File: config.mk
export PLATFORM = sky130hd
export DESIGN_NAME = ring_dma
export DESIGN_NICKNAME = d
export VERILOG_FILES = /design/src/rtl/ring_dma.sv
export SDC_FILE = /design/constraint.sdc
export NUM_CORES = 1
export LEC_CHECK = 0
export BUFFER_PORTS_ARGS = -buffer_cell sky130_fd_sc_hd__buf_2
export CAP_MARGIN = 10
export CORE_ASPECT_RATIO = 0.5
export CORE_MARGIN = 1.5
export CORE_UTILIZATION = 45
export CTS_BUF_LIST = sky130_fd_sc_hd__clkbuf_4 sky130_fd_sc_hd__clkbuf_8
export DETAILED_ROUTE_END_ITERATION = 10
export GPL_ROUTABILITY_DRIVEN = 0
export PLACE_DENSITY = 0.66
export SLEW_MARGIN = 0
export SYNTH_ARGS = -nofsm -noshare
export SYNTH_HDL_FRONTEND = slang
export SYNTH_SLANG_ARGS = --single-unit
File: constraint.sdc
create_clock -name clk -period 5.3 [get_ports clk]
set_input_delay 0.53 -clock clk [delete_from_list [all_inputs] [get_ports clk]]
set_output_delay 0.53 -clock clk [all_outputs]
set_load 0.02 [all_outputs]
File: src/rtl/ring_dma.sv
module ring_dma (
  input  logic        clk,
  input  logic        rst_n,
  input  logic        desc_we,
  input  logic [31:0] desc_wdata,
  input  logic        ctl_we,
  input  logic        ctl_en,
  input  logic        ctl_start,
  input  logic        ctl_clr,
  input  logic        ctl_abort,
  output logic        mem_req,
  output logic        mem_we,
  output logic [31:0] mem_addr,
  output logic [31:0] mem_wdata,
  input  logic [31:0] mem_rdata,
  output logic        fifo_rd,
  output logic [31:0] fifo_addr,
  input  logic [31:0] fifo_data,
  input  logic        fifo_ready,
  output logic [31:0] cur_addr,
  output logic        irq,
  output logic        active,
  output logic        cfg_err
);
  localparam int BIT_IRQ = 1;
  localparam int BIT_BAD = 3;

  typedef enum logic [1:0] {S_IDLE, S_FETCH, S_FCAP, S_XFER} st_t;

  st_t         st;
  logic [1:0]  k;
  logic [31:0] dreg, nxt, cur, laddr;
  logic [27:0] dptr;
  logic [29:0] wcnt;
  logic        irq_q, err_q;

  wire stop     = ctl_we && (ctl_abort || !ctl_en);
  wire go       = ctl_we && ctl_en && ctl_start && !ctl_abort;
  wire hold     = stop || go;
  wire moving   = (st == S_XFER) && (wcnt != '0) && fifo_ready && !hold;
  wire fetch_rd = (st == S_FETCH) && !hold;
  wire link_end = (st == S_XFER) && (wcnt == '0) && !hold;
  wire irq_set  = link_end && nxt[BIT_IRQ];

  logic unused_flags;
  assign unused_flags = ^{dreg[2:0], nxt[2], nxt[0]};

  assign fifo_rd   = moving;
  assign mem_req   = moving || fetch_rd;
  assign mem_we    = moving;
  assign mem_addr  = moving ? cur : {dptr, 4'b0} + {28'b0, k, 2'b00};
  assign mem_wdata = fifo_data;
  assign fifo_addr = laddr;
  assign cur_addr  = cur;
  assign irq       = irq_q;
  assign active    = (st != S_IDLE);
  assign cfg_err   = err_q;

  always_ff @(posedge clk) begin
    if (!rst_n) begin
      st <= S_IDLE; k <= '0; dreg <= '0; nxt <= '0; cur <= '0;
      laddr <= '0; dptr <= '0; wcnt <= '0; irq_q <= 1'b0; err_q <= 1'b0;
    end else begin
      if (desc_we) dreg <= desc_wdata;
      if (stop) begin
        st <= S_IDLE;
      end else if (go) begin
        if (dreg[BIT_BAD]) begin
          err_q <= 1'b1;
          st    <= S_IDLE;
        end else begin
          err_q <= 1'b0;
          dptr  <= dreg[31:4];
          k     <= '0;
          st    <= S_FETCH;
        end
      end else begin
        case (st)
          S_FETCH: st <= S_FCAP;
          S_FCAP: begin
            case (k)
              2'd0: cur   <= mem_rdata;
              2'd1: laddr <= mem_rdata;
              2'd2: wcnt  <= mem_rdata[31:2];
              default: nxt <= mem_rdata;
            endcase
            k  <= k + 2'd1;
            st <= (k == 2'd3) ? S_XFER : S_FETCH;
          end
          S_XFER: begin
            if (moving) begin
              cur  <= cur + 32'd4;
              wcnt <= wcnt - 30'd1;
            end else if (link_end) begin
              if (nxt[BIT_BAD]) begin
                err_q <= 1'b1;
                st    <= S_IDLE;
              end else begin
                dptr <= nxt[31:4];
                k    <= '0;
                st   <= S_FETCH;
              end
            end
          end
          default: st <= S_IDLE;
        endcase
      end
      if (irq_set) irq_q <= 1'b1;
      else if (ctl_we && ctl_clr) irq_q <= 1'b0;
    end
  end

  p_pop_ready_r5: assert property (@(posedge clk) disable iff (!rst_n)
    fifo_rd |-> fifo_ready);
  p_addr_step_r4: assert property (@(posedge clk) disable iff (!rst_n)
    fifo_rd |=> cur_addr == $past(cur_addr) + 32'd4);
  p_local_fixed_r4: assert property (@(posedge clk) disable iff (!rst_n)
    (fifo_rd && $past(fifo_rd)) |-> fifo_addr == $past(fifo_addr));
  p_write_is_req_r5: assert property (@(posedge clk) disable iff (!rst_n)
    mem_we |-> mem_req);
  p_abort_idle_r9: assert property (@(posedge clk) disable iff (!rst_n)
    stop |=> !active && !mem_req);
  p_err_idle_r10: assert property (@(posedge clk) disable iff (!rst_n)
    $rose(cfg_err) |-> !active);
  p_irq_set_r6: assert property (@(posedge clk) disable iff (!rst_n)
    irq_set |=> irq);
  p_irq_clear_r8: assert property (@(posedge clk) disable iff (!rst_n)
    (ctl_we && ctl_clr && !irq_set) |=> !irq);
endmodule

==> Yosys cells after proc, flatten, opt, wreduce, memory -nomap -nowiden <==
Cells that the tools add are included.
{ "classes": {"mux": 34, "bitwise_logic": 4, "n_reduce_logical": 38, "eq_ne": 15, "n_addsub": 4} }
{ "ops": {"columns": ["op", "count"], "rows": [
  ["$mux 28", 6],
  ["$mux 32", 3],
  ["$pmux 32 s2", 1],
  ["$mux 30", 2],
  ["$pmux 30 s2", 1],
  ["$add 32x3->32 const B", 1],
  ["$add 32x4->32", 1],
  ["$logic_not 30->1", 1],
  ["$reduce_bool 30->1", 1],
  ["$sub 30x1->30 const B", 1],
  ["$mux 2", 9],
  ["$reduce_and 5->1", 3],
  ["$logic_and 1x1->1", 12],
  ["$reduce_and 6->1", 2],
  ["$reduce_bool 2->1", 6],
  ["$mux 1", 10],
  ["$ne 3x3->1 const B", 3],
  ["$eq 2x2->1 const B", 4],
  ["$ne 2x2->1 const B", 4],
  ["$reduce_and 4->1", 2],
  ["$pmux 2 s3", 1],
  ["$eq 2x1->1 const B", 2],
  ["$ne 2x1->1 const B", 2],
  ["$not 1->1", 4],
  ["9 further kinds", 13]
]} }
{ "totals": {"reg_bits": 192, "wordCells": 105, "in_bits": 105} }

==> Logic depth before layout (Yosys ltp) <==
{ "logic_depth": {"ltp_word": 10, "depth_mapped": 10, "mapped_depth_nobuf": 8} }

==> Worst setup path before layout <==
OpenSTA, ideal clock, no wires.
{ "synth_path": {"path_type": "register -> output", "from": "register wcnt[4]", "to": "output port mem_addr[2]", "t_required_ns": 4.770, "path_slack_ns": 2.279, "stages_incl_launch_ff": 9, "arrival_time_ns": 2.491, "cell_sequence": "dfxtp_1 > nor4_4 > nand3_4 > or4_4 > buf_6 > nand2_1 > buf_4 > inv_1 > o21ai_0"} }
{ "synth_between": {"elab_chain_cells": 5} }
{ "synth_rtl": {"columns": ["element", "line", "text"], "rows": [
  ["start, declared", "34", "logic [29:0] wcnt;"],
  ["start signal, assigned", "84", "2'd2: wcnt <= mem_rdata[31:2];"],
  ["start signal, assigned", "93", "wcnt <= wcnt - 30'd1;"],
  ["$reduce_bool 30->1", "40", "wire moving = (st == S_XFER) && (wcnt != '0) && fifo_ready && !hold;"],
  ["$logic_and 1x1->1 (3 in a row)", "40", null],
  ["via fifo_rd", "16", "output logic fifo_rd,"],
  ["$mux 32", "51", "assign mem_addr = moving ? cur : {dptr, 4'b0} + {28'b0, k, 2'b00};"],
  ["end, declared", "13", "output logic [31:0] mem_addr,"]
]} }
The timed path passes the listed nets, and every way through them passes these cells.

==> Worst setup path in the final report <==
{ "layout_path": {"from": "register wcnt[21]", "to": "output port mem_addr[20]"} }
{ "layout_between": {"elab_chain_cells": 5} }
{ "layout_rtl": {"columns": ["element", "line"], "rows": [
  ["$reduce_bool 30->1", "40"],
  ["$logic_and 1x1->1 (3 in a row)", "40"],
  ["$mux 32", "51"]
]} }
Every way passes these cells.

==> qor.yml <==
route:
  num_vias: 9919
  vias_per_cell: 5.92
  drt_wl_total_um: 32500
  routedWlPerCell_um: 19.4
  ant_nets: 0
  drtPass1Iterations: 8
  dr.first_iter.drc_count: 1136
  drc: 0
finish:
  areaGrowthSynthToFinish_pct: 11.2
  layout.cells.non_filler: 1675
  final_nets: 1483
  fin_util_pct: 52.1
  fill_cells: 2042
  finalInstanceArea_sq_um: 10900
  drive_above_1_share_pct: 20.0
  num_antenna_cells: 0
  final_cell_mix: "nand2_1 (310), dfxtp_1 (187), buf_2 (171)"
  layout_commonest_cell: "nand2_1"
grt:
  grt.total_usage_pct: 28.0
  grt_pass1_vias: 8584
  grt_pass1_wl_um: 49200
  grt_max_degree: 98
  antenna_found_initial: 0
  grt_overflow_total: 0
power:
  power.density_nw_per_um2: 235
  p_leak_nw: 4.27
  p_total_mw: 2.56
  max-vdd-ir-drop_mv: 0.120
hold_path:
  hp-class: "primary input to flop"
sta:
  setup-tns-final_ps: 0
  finalHoldViolCount: 0
  setup-violations-final: 0
  tightest_slew_ps: 1270
  worst_clock_skew_ps: 18.7
  relSlewSlack_pct: 15.3
  finalCriticalPeriod_ps: 3900
  rsz0062_at_grt: "no"
  finalCritPeriodShare_pct: 73.5
  drv_slew: 0
  timing.fmax_mhz: 257
place:
  dp_hpwl_um: 22300
  dp_cells: 1641
  place_area_sq_um: 10500
  portBuffers: 171
clocking:
  cts_sinks: 187
  post_cts_buffers: 0
  cts_tree: "built"
  clk_pin_slew_ps: 100
  postCtsResizedCells: 0
  ctsLongestPathBuffers: 2
  holdBufCountCts: 0
  cts_root_buf: "clkbuf_8"
  h-tree-depth: 4
  cts_buffers: 17
  clock_latency_ps: 500
synthesis:
  yosysUniqueCellTypes: 58
  synthArstFlopShare_pct: 0
  synth_nets: 1408
  synth_seq_area_share_pct: 38.1
  syn_avg_cell_area_sq_um: 7.58
  synthCells: 1296
  ys_warn_count: 0
  ys_seq_elements: 187
  syn-cell-area_sq_um: 9820
  synth_edf_count: 0
  ys.flop_type: "dfxtp_1"
setup_path:
  slowest_delay_ps: 670
  cp.required_ps: 4770
  crit_chain: "nor4_2, nand4b_1, or4_4, nand2_1, buf_16, mux2_2, buf_2"
  worstSetupStartpointType: "flop"
  crit_path_top_delay_cell: "or4_4"
  critPathKind: "flop to output pin"
  cp_max_fo: 23
  arrival_ps: 3370
  end_kind: "output pin"
die:
  core_area_sq_um: 21000
  ios: 239
  start_util_pct: 46.8
  rows: 37
  die_area_sq_um: 22800
  die_w_um: 212
  die_h_um: 107
flow_run:
  cap_viol_max_count: 0
outcome:
  outcome: "finished, final reports clean"
[final timing paths]
path	from	end	slack [ps]	cells past startpoint
worst max register to register	dreg[3]$_SDFFE_PN0P_	nxt[25]$_SDFFE_PN0P_	2350	6
worst min register to register	fifo_addr[7]$_SDFFE_PN0P_	fifo_addr[7]$_SDFFE_PN0P_	460	2
worst min-delay path	desc_wdata[17]	dreg[17]$_SDFFE_PN0P_	260	3
worst max-delay path	wcnt[21]$_SDFFE_PN0P_	mem_addr[20]	1400	7
[registers in the layout, summed over array words and instances (netlist names)]
name / cells
dptr: 28
cfg_err: 1
dreg: 29
irq: 1
fifo_addr: 32
st: 2
nxt: 30
k: 2
cur_addr: 32
wcnt: 30
[stage by stage]
stage	worst slack (ps)	hold WS, ps
after global placement	1560	439
after global routing	1230	263
final	1400	265
after CTS	917	247
after floorplan	2280	437
after detailed placement	1490	443
[logic make-up (layout without fill, tap and decap cells)]
logic type               count (synthesis)  count (layout)  synth area share, %
flip-flops                             187             187                 38.1
adder cells (fa/ha/maj)                  7               7                0.892
AO/OA/AOI/OAI                          367             367                 22.5
buffers and inverters                  144             231                 7.42
multiplexers                            58              58                 6.26
AND/OR/NAND/NOR                        533             533                 24.8
[layer usage]
metal | share of wire (%) | vias up | global-route usage (%)
li1 | - | 4659 | -
met1 | 47 | 4784 | 41.4
met2 | 43 | 423 | 40.2
met3 | 8.8 | 53 | 5.83
met4 | 1.8 | 0 | 8.57
met5 | 0 | - | 0
[cells in the mapped netlist (5+ instances only)]
cell	n	area (sq um)
nand2_1	311	1170
dfxtp_1	187	3740
a21oi_1	164	821
nor2_1	78	293
clkbuf_1	60	225
o21ai_0	42	210
a31oi_1	39	244
buf_4	36	270
nand3_1	32	160
mux2i_1	31	310
a22oi_1	30	225
mux2_2	27	304
a21o_1	19	143
o31ai_1	19	143
buf_2	18	90.1
nand2b_1	17	106
nor3_1	16	80.1
o22ai_1	14	87.6
buf_1	13	48.8
inv_1	13	48.8
nand3_2	10	100
nand4_1	10	62.6
and2_1	9	56.3
and3_1	9	56.3
ha_1	7	87.6
o211ai_1	7	52.6
nand3b_1	6	45.0
nor4_1	5	31.3
o32ai_1	5	43.8
[power by group]
group	leakage [nW]	internal [mW]	total [mW]	switching (mW)
sequential	1.51	1.42	1.44	0.0194
combinational	2.57	0.0542	0.172	0.118
clock	0.186	0.393	0.952	0.559
total	4.27	1.87	2.56	0.696
[area by class of cell]
type | instances | area, sq um | area share [%]
repair buffers | 187 | 1030 | 9.42
clock inverters | 11 | 114 | 1.04
inverters | 13 | 51.3 | 0.470
clock buffers | 20 | 256 | 2.35
well taps | 292 | 365 | 3.35
flip-flops and latches | 187 | 3740 | 34.3
multi-input cells | 965 | 5360 | 49.1
[worst max-delay path, delay by kind of cell (launching register included)]
| kind | cells | cell delay, ps |
|---|---|---|
| and+or+nand+nor | 4 | 1750 |
| buffers and inverters | 2 | 390 |
| DFF | 1 | 370 |
| muxes | 1 | 350 |
No activity file was read; power rests on OpenSTA's default activity.
